[src/rtl/bnn_fc_pkg.sv]
package bnn_fc_pkg;

   // Instruction encoding that selects this unit
   localparam logic [6:0] FC_OPCODE = 7'b1111011;
   localparam logic [2:0] FC_FUNCT3 = 3'b101;
   localparam logic [6:0] FC_FUNCT7 = 7'b0000000;

   // Popcount structure variants
   localparam int POP_LANE_TREE = 0;
   localparam int POP_FLAT      = 1;

   typedef struct packed {
      logic valid;
      logic [6:0] opcode;
      logic [2:0] funct3;
      logic [6:0] funct7;
   } fc_cmd_t;

endpackage

[src/rtl/bnn_fc_decode.sv]
module bnn_fc_decode
   import bnn_fc_pkg::*;
(
   input  fc_cmd_t cmd,
   output logic    hit
);

   logic op_ok;
   logic f3_ok;
   logic f7_ok;

   always_comb begin
      op_ok = (cmd.opcode == FC_OPCODE);
      f3_ok = (cmd.funct3 == FC_FUNCT3);
      f7_ok = (cmd.funct7 == FC_FUNCT7);
      hit   = cmd.valid & op_ok & f3_ok & f7_ok;
   end

endmodule

[src/rtl/bnn_fc_xnor.sv]
module bnn_fc_xnor #(
   parameter int LANES  = 5,
   parameter int LANE_W = 8,
   localparam int VEC_W = LANES * LANE_W
) (
   input  logic [VEC_W-1:0] act,
   input  logic [VEC_W-1:0] wgt,
   output logic [VEC_W-1:0] agree
);

   for (genvar k = 0; k < LANES; k++) begin : g_lane
      assign agree[k*LANE_W +: LANE_W] = ~(act[k*LANE_W +: LANE_W] ^ wgt[k*LANE_W +: LANE_W]);
   end

endmodule

[src/rtl/bnn_fc_popcnt.sv]
module bnn_fc_popcnt
   import bnn_fc_pkg::*;
#(
   parameter int LANES     = 5,
   parameter int LANE_W    = 8,
   parameter int POP_STYLE = POP_LANE_TREE,
   localparam int VEC_W    = LANES * LANE_W,
   localparam int CNT_W    = $clog2(VEC_W + 1),
   localparam int LCNT_W   = $clog2(LANE_W + 1)
) (
   input  logic [VEC_W-1:0] bits,
   output logic [CNT_W-1:0] count
);

   if (POP_STYLE == POP_LANE_TREE) begin : g_tree
      logic [LCNT_W-1:0] lane_cnt [LANES];

      for (genvar k = 0; k < LANES; k++) begin : g_lane
         always_comb begin
            lane_cnt[k] = '0;
            for (int b = 0; b < LANE_W; b++) begin
               lane_cnt[k] = lane_cnt[k] + LCNT_W'(bits[k*LANE_W + b]);
            end
         end
      end

      always_comb begin
         count = '0;
         for (int k = 0; k < LANES; k++) begin
            count = count + CNT_W'(lane_cnt[k]);
         end
      end
   end else begin : g_flat
      always_comb begin
         count = '0;
         for (int i = 0; i < VEC_W; i++) begin
            count = count + CNT_W'(bits[i]);
         end
      end
   end

endmodule

[src/rtl/bnn_fc_accum.sv]
module bnn_fc_accum #(
   parameter int CNT_W = 6,
   parameter int ACC_W = 16
) (
   input  logic             clk,
   input  logic             rst_n,
   input  logic             hit,
   input  logic             acc,
   input  logic             clr,
   input  logic [CNT_W-1:0] count,
   output logic [ACC_W-1:0] result,
   output logic [ACC_W-1:0] sum_q
);

   logic [ACC_W-1:0] base;
   logic [ACC_W-1:0] total;
   logic [ACC_W-1:0] sum_d;

   always_comb begin
      base   = clr ? '0 : sum_q;
      total  = base + ACC_W'(count);
      result = acc ? total : ACC_W'(count);
      if (!hit) begin
         sum_d = sum_q;
      end else if (acc) begin
         sum_d = total;
      end else begin
         sum_d = base;
      end
   end

   always_ff @(posedge clk or negedge rst_n) begin
      if (!rst_n) begin
         sum_q <= '0;
      end else begin
         sum_q <= sum_d;
      end
   end

endmodule

[src/rtl/bnn_fc_unit.sv]
module bnn_fc_unit
   import bnn_fc_pkg::*;
#(
   parameter int ROWS      = 5,
   parameter int COLS      = 5,
   parameter int LANE_W    = 8,
   parameter int XLEN      = 32,
   parameter int ACC_W     = 16,
   parameter int POP_STYLE = POP_LANE_TREE,
   localparam int VEC_W    = ROWS * LANE_W,
   localparam int CNT_W    = $clog2(VEC_W + 1)
) (
   input  logic             clk,
   input  logic             rst_n,
   input  logic             cmd_valid,
   input  logic [6:0]       cmd_opcode,
   input  logic [2:0]       cmd_funct3,
   input  logic [6:0]       cmd_funct7,
   input  logic             cmd_acc,
   input  logic             cmd_clr,
   input  logic [VEC_W-1:0] act_vec,
   input  logic [VEC_W-1:0] wgt_vec,
   output logic             rsp_valid,
   output logic [XLEN-1:0]  rsp_data
);

   if (COLS > LANE_W) begin : g_bad_cols
      $error("bnn_fc_unit: COLS must fit inside one lane");
   end
   if (ACC_W < CNT_W) begin : g_bad_acc
      $error("bnn_fc_unit: ACC_W narrower than the count");
   end
   if (XLEN < ACC_W) begin : g_bad_xlen
      $error("bnn_fc_unit: ACC_W wider than the result register");
   end
   if (POP_STYLE != POP_LANE_TREE && POP_STYLE != POP_FLAT) begin : g_bad_style
      $error("bnn_fc_unit: unknown POP_STYLE");
   end

   fc_cmd_t          cmd;
   logic             hit;
   logic [VEC_W-1:0] agree;
   logic [CNT_W-1:0] count;
   logic [ACC_W-1:0] result;
   logic [ACC_W-1:0] acc_sum;
   logic             rsp_valid_q;
   logic [XLEN-1:0]  rsp_data_q;

   assign cmd = '{valid: cmd_valid, opcode: cmd_opcode, funct3: cmd_funct3, funct7: cmd_funct7};

   bnn_fc_decode u_dec (
      .cmd (cmd),
      .hit (hit)
   );

   bnn_fc_xnor #(
      .LANES  (ROWS),
      .LANE_W (LANE_W)
   ) u_xnor (
      .act   (act_vec),
      .wgt   (wgt_vec),
      .agree (agree)
   );

   bnn_fc_popcnt #(
      .LANES     (ROWS),
      .LANE_W    (LANE_W),
      .POP_STYLE (POP_STYLE)
   ) u_pop (
      .bits  (agree),
      .count (count)
   );

   bnn_fc_accum #(
      .CNT_W (CNT_W),
      .ACC_W (ACC_W)
   ) u_acc (
      .clk    (clk),
      .rst_n  (rst_n),
      .hit    (hit),
      .acc    (cmd_acc),
      .clr    (cmd_clr),
      .count  (count),
      .result (result),
      .sum_q  (acc_sum)
   );

   always_ff @(posedge clk or negedge rst_n) begin
      if (!rst_n) begin
         rsp_valid_q <= 1'b0;
         rsp_data_q  <= '0;
      end else begin
         rsp_valid_q <= hit;
         if (hit) begin
            rsp_data_q <= XLEN'(result);
         end
      end
   end

   assign rsp_valid = rsp_valid_q;
   assign rsp_data  = rsp_data_q;

endmodule

[config.mk]
export PLATFORM = sky130hd
export DESIGN_NAME = bnn_fc_unit
export DESIGN_NICKNAME = d
export VERILOG_FILES = /design/src/rtl/bnn_fc_pkg.sv /design/src/rtl/bnn_fc_decode.sv /design/src/rtl/bnn_fc_xnor.sv /design/src/rtl/bnn_fc_popcnt.sv /design/src/rtl/bnn_fc_accum.sv /design/src/rtl/bnn_fc_unit.sv
export SDC_FILE = /design/constraint.sdc
export NUM_CORES = 1
export LEC_CHECK = 0
export BUFFER_PORTS_ARGS = -buffer_cell sky130_fd_sc_hd__clkbuf_2
export CAP_MARGIN = 20
export CORE_ASPECT_RATIO = 1.25
export CORE_MARGIN = 5
export CORE_UTILIZATION = 50
export CTS_CLUSTER_SIZE = 40
export DETAILED_ROUTE_END_ITERATION = 7
export PLACE_DENSITY = 0.8
export SETUP_SLACK_MARGIN = 0.2
export SLEW_MARGIN = 20
export SYNTH_ARGS = -nofsm -noshare
export SYNTH_HDL_FRONTEND = slang
export SYNTH_SLANG_ARGS = --single-unit
[constraint.sdc]
create_clock -name clk -period 2.55 [get_ports clk]
set_clock_uncertainty 0.15 [all_clocks]
set_input_delay 0.3825 -clock clk [delete_from_list [all_inputs] [get_ports clk]]
set_output_delay 0.3825 -clock clk [all_outputs]
set_load 0.05 [all_outputs]
==> results_dict.tcl <==
set metrics [dict create \
    cp-start-kind "primary input" \
    initial_core_util 0.510 \
    hold_path.class "in -> async" \
    wirelength_mm 10.7 \
    cts_buffers 5 \
    cts.path.max_buffers 2 \
    diodes 0 \
    path_class "in -> reg" \
    cp.depth 29 \
    drc 0 \
    chipWidth_microns 87.5 \
    seq_area_frac_synth 0.220 \
    post-route-period-util 2.63 \
    fin_crit_ns 6.70 \
    fin_ws_ns -4.15 \
    clock_latency_ns 0.29 \
    route.antenna.remaining_nets 0 \
    firstDrtPassIters 4 \
    wire_per_inst_microns 16.2 \
    cp_slowest_stage_delay_ns 0.57 \
    syn_to_final_growth_pct 46.3 \
    die-area_sq_um 9350 \
    fmax_mhz 149 \
    numPortBuffers 118 \
    place_congestion 0.938 \
    drv_slew 0 \
    tritoncts "built" \
    via_per_inst 5.39 \
    grt_pass1_wl_mm 16.2 \
    track_usage 0.214 \
    htreeDepth 2 \
    synth_top_area_frac 0.220 \
    antenna_found_initial 0 \
    violations "negative setup slack" \
    cts_sinks 33 \
    synth_area_sq_um 3750 \
    rsz0062_at_grt "true" \
    fin_nets 732 \
    grt_max_degree 34 \
    drive_above_1_share 0.472 \
    yosysTopAreaCell "dfrtp_1" \
    synth.area.top_cells "dfrtp_1 (22%), fa_1 (16%), ha_1 (10%)" \
    hold_violations 0 \
    ys_warn_count 0 \
    hold_buffers 0 \
    crit_slowest_cell "fa_2" \
    synth-edff-count 0 \
    core_sq_um 7360 \
    worstPathRequired_ns 2.59 \
    rows 35 \
    cap_violations 0 \
    worstMarginPinSlew_ns 0.859 \
    io_pins 135 \
    crit_path_max_fanout 9 \
    finalSetupViolCount 32 \
    synth-main-ff-cell "dfrtp_1" \
    synthArstFlopShare 1.00 \
    die_h_microns 107 \
    crit_buf_inv 9 \
    syn_inst 397 \
    grt_overflow_total 0 \
    critical_path_arrival_ns 6.74 \
    place_hpwl_mm 7.90 \
    status "finished, violations left" \
    end_kind "flop" \
    cts-root-buf "clkbuf_8" \
    syn_avg_cell_area_sq_um 9.46 \
    place_inst 629 \
    fin_util 0.747 \
    r2r_cells 10 \
    synth-seq-cells 33 \
    slew_headroom 0.427 \
    drt_iter0_markers 190 \
    grt_pass1_vias 3742 \
    vias 3568 \
    stdcell_count 662 \
    path_clk_slew_ns 0.08 \
    crit_family "adder cells" \
    ys_types 49 \
]
==> cells by family (layout without fill, tap and decap cells) <==
logic type	after synthesis	after routing	synth area share
flip-flops	33	33	0.220
AO/OA/AOI/OAI	70	70	0.123
adder cells (fa/ha/maj)	61	61	0.263
XOR/XNOR	63	63	0.147
AND/OR/NAND/NOR	90	90	0.136
other	1	16	0.000999
buffers and inverters	71	229	0.0880
multiplexers	8	8	0.0217
==> area by class of cell <==
class | instances | area (sq um)
clock buffer | 6 | 72.6
clock inverter | 2 | 10.0
fill | 489 | 1860
inverter | 44 | 165
multi-input combinational | 308 | 3140
sequential | 33 | 826
tap | 92 | 115
timing repair buffer | 177 | 1160
==> flip-flops by register name (all words and copies together), names as in the netlist <==
register and cells:
rsp_valid 1, u_acc.sum_q 16, rsp_data 16
==> cell usage in the layout (no fill, tap or decap), types with 4 or more instances in the layout <==
cell      instances
xnor2_2          10
conb_1           16
buf_6            27
dfrtp_1          33
a21o_1            6
ha_4             11
xor2_1           26
nor2b_1          15
inv_1            33
a31oi_1           4
buf_4            36
mux2i_1           5
clkbuf_2        113
fa_1             26
fa_2              4
o21ai_1          11
ha_1             20
a22o_1            4
xnor2_1          23
a21oi_1           9
nand4_1           5
inv_2            11
and3_1            4
a21oi_2           8
clkbuf_8          5
nand3_1           8
nand2_1          23
nor2_1            8
==> per-stage QoR <==
step	area (sq um)	TNS (ns)	worst slack [ns]	hold WS [ns]
after CTS	5140	-116.14	-4.04	0.0665
after detailed placement	4760	-127.23	-4.43	0.319
after floorplan	3960	-112.28	-3.97	-0.0631
after global routing	5490	-124.64	-4.37	0.104
after global placement	4760	-122.88	-4.27	0.310
final	5490	-118.49	-4.15	0.0378
==> final timing paths <==
path / start / end / slack (ns)
setup / recovery: wgt_vec[1] / u_acc.sum_q[8] / -4.15
hold / removal: rst_n / u_acc.sum_q[11] / 0.04
setup reg to reg: u_acc.sum_q[0] / u_acc.sum_q[8] / 0.10
hold reg to reg: rsp_data[4] / rsp_data[4] / 0.34
max in group asynchronous: rst_n / rsp_data[1] / 1.67
min in group clk: cmd_funct7[4] / rsp_valid / 0.27
==> timing repair <==
item	4_1_cts	5_1_grt
pin swaps	24	33
cloned	1	0
setup buffers	19	5
setup endpoints to repair	32	32
hold endpoints to repair	0	0
gates resized for setup	31	61
==> Yosys cell counts (7+ instances only) <==
master   number
nand3_1      13
nor2b_1      15
xor2_1       29
nor2_1       10
o21ai_0      14
buf_4        16
nand2_1      24
ha_1         31
xnor2_1      34
inv_1        44
a21oi_1      18
fa_1         30
mux2i_1       7
dfrtp_1      33
==> layer usage <==
layer | routed length (microns) | global-route usage | vias to the layer above
met5 | 0 | 0 | -
met4 | 284 | 0.0735 | 0
met3 | 703 | 0.0231 | 27
met2 | 6020 | 0.402 | 159
met1 | 3730 | 0.245 | 1724
li1 | - | - | 1658
Power is not shown: default switching activity piles up to over one toggle a cycle in this logic, so the estimate is an artifact.
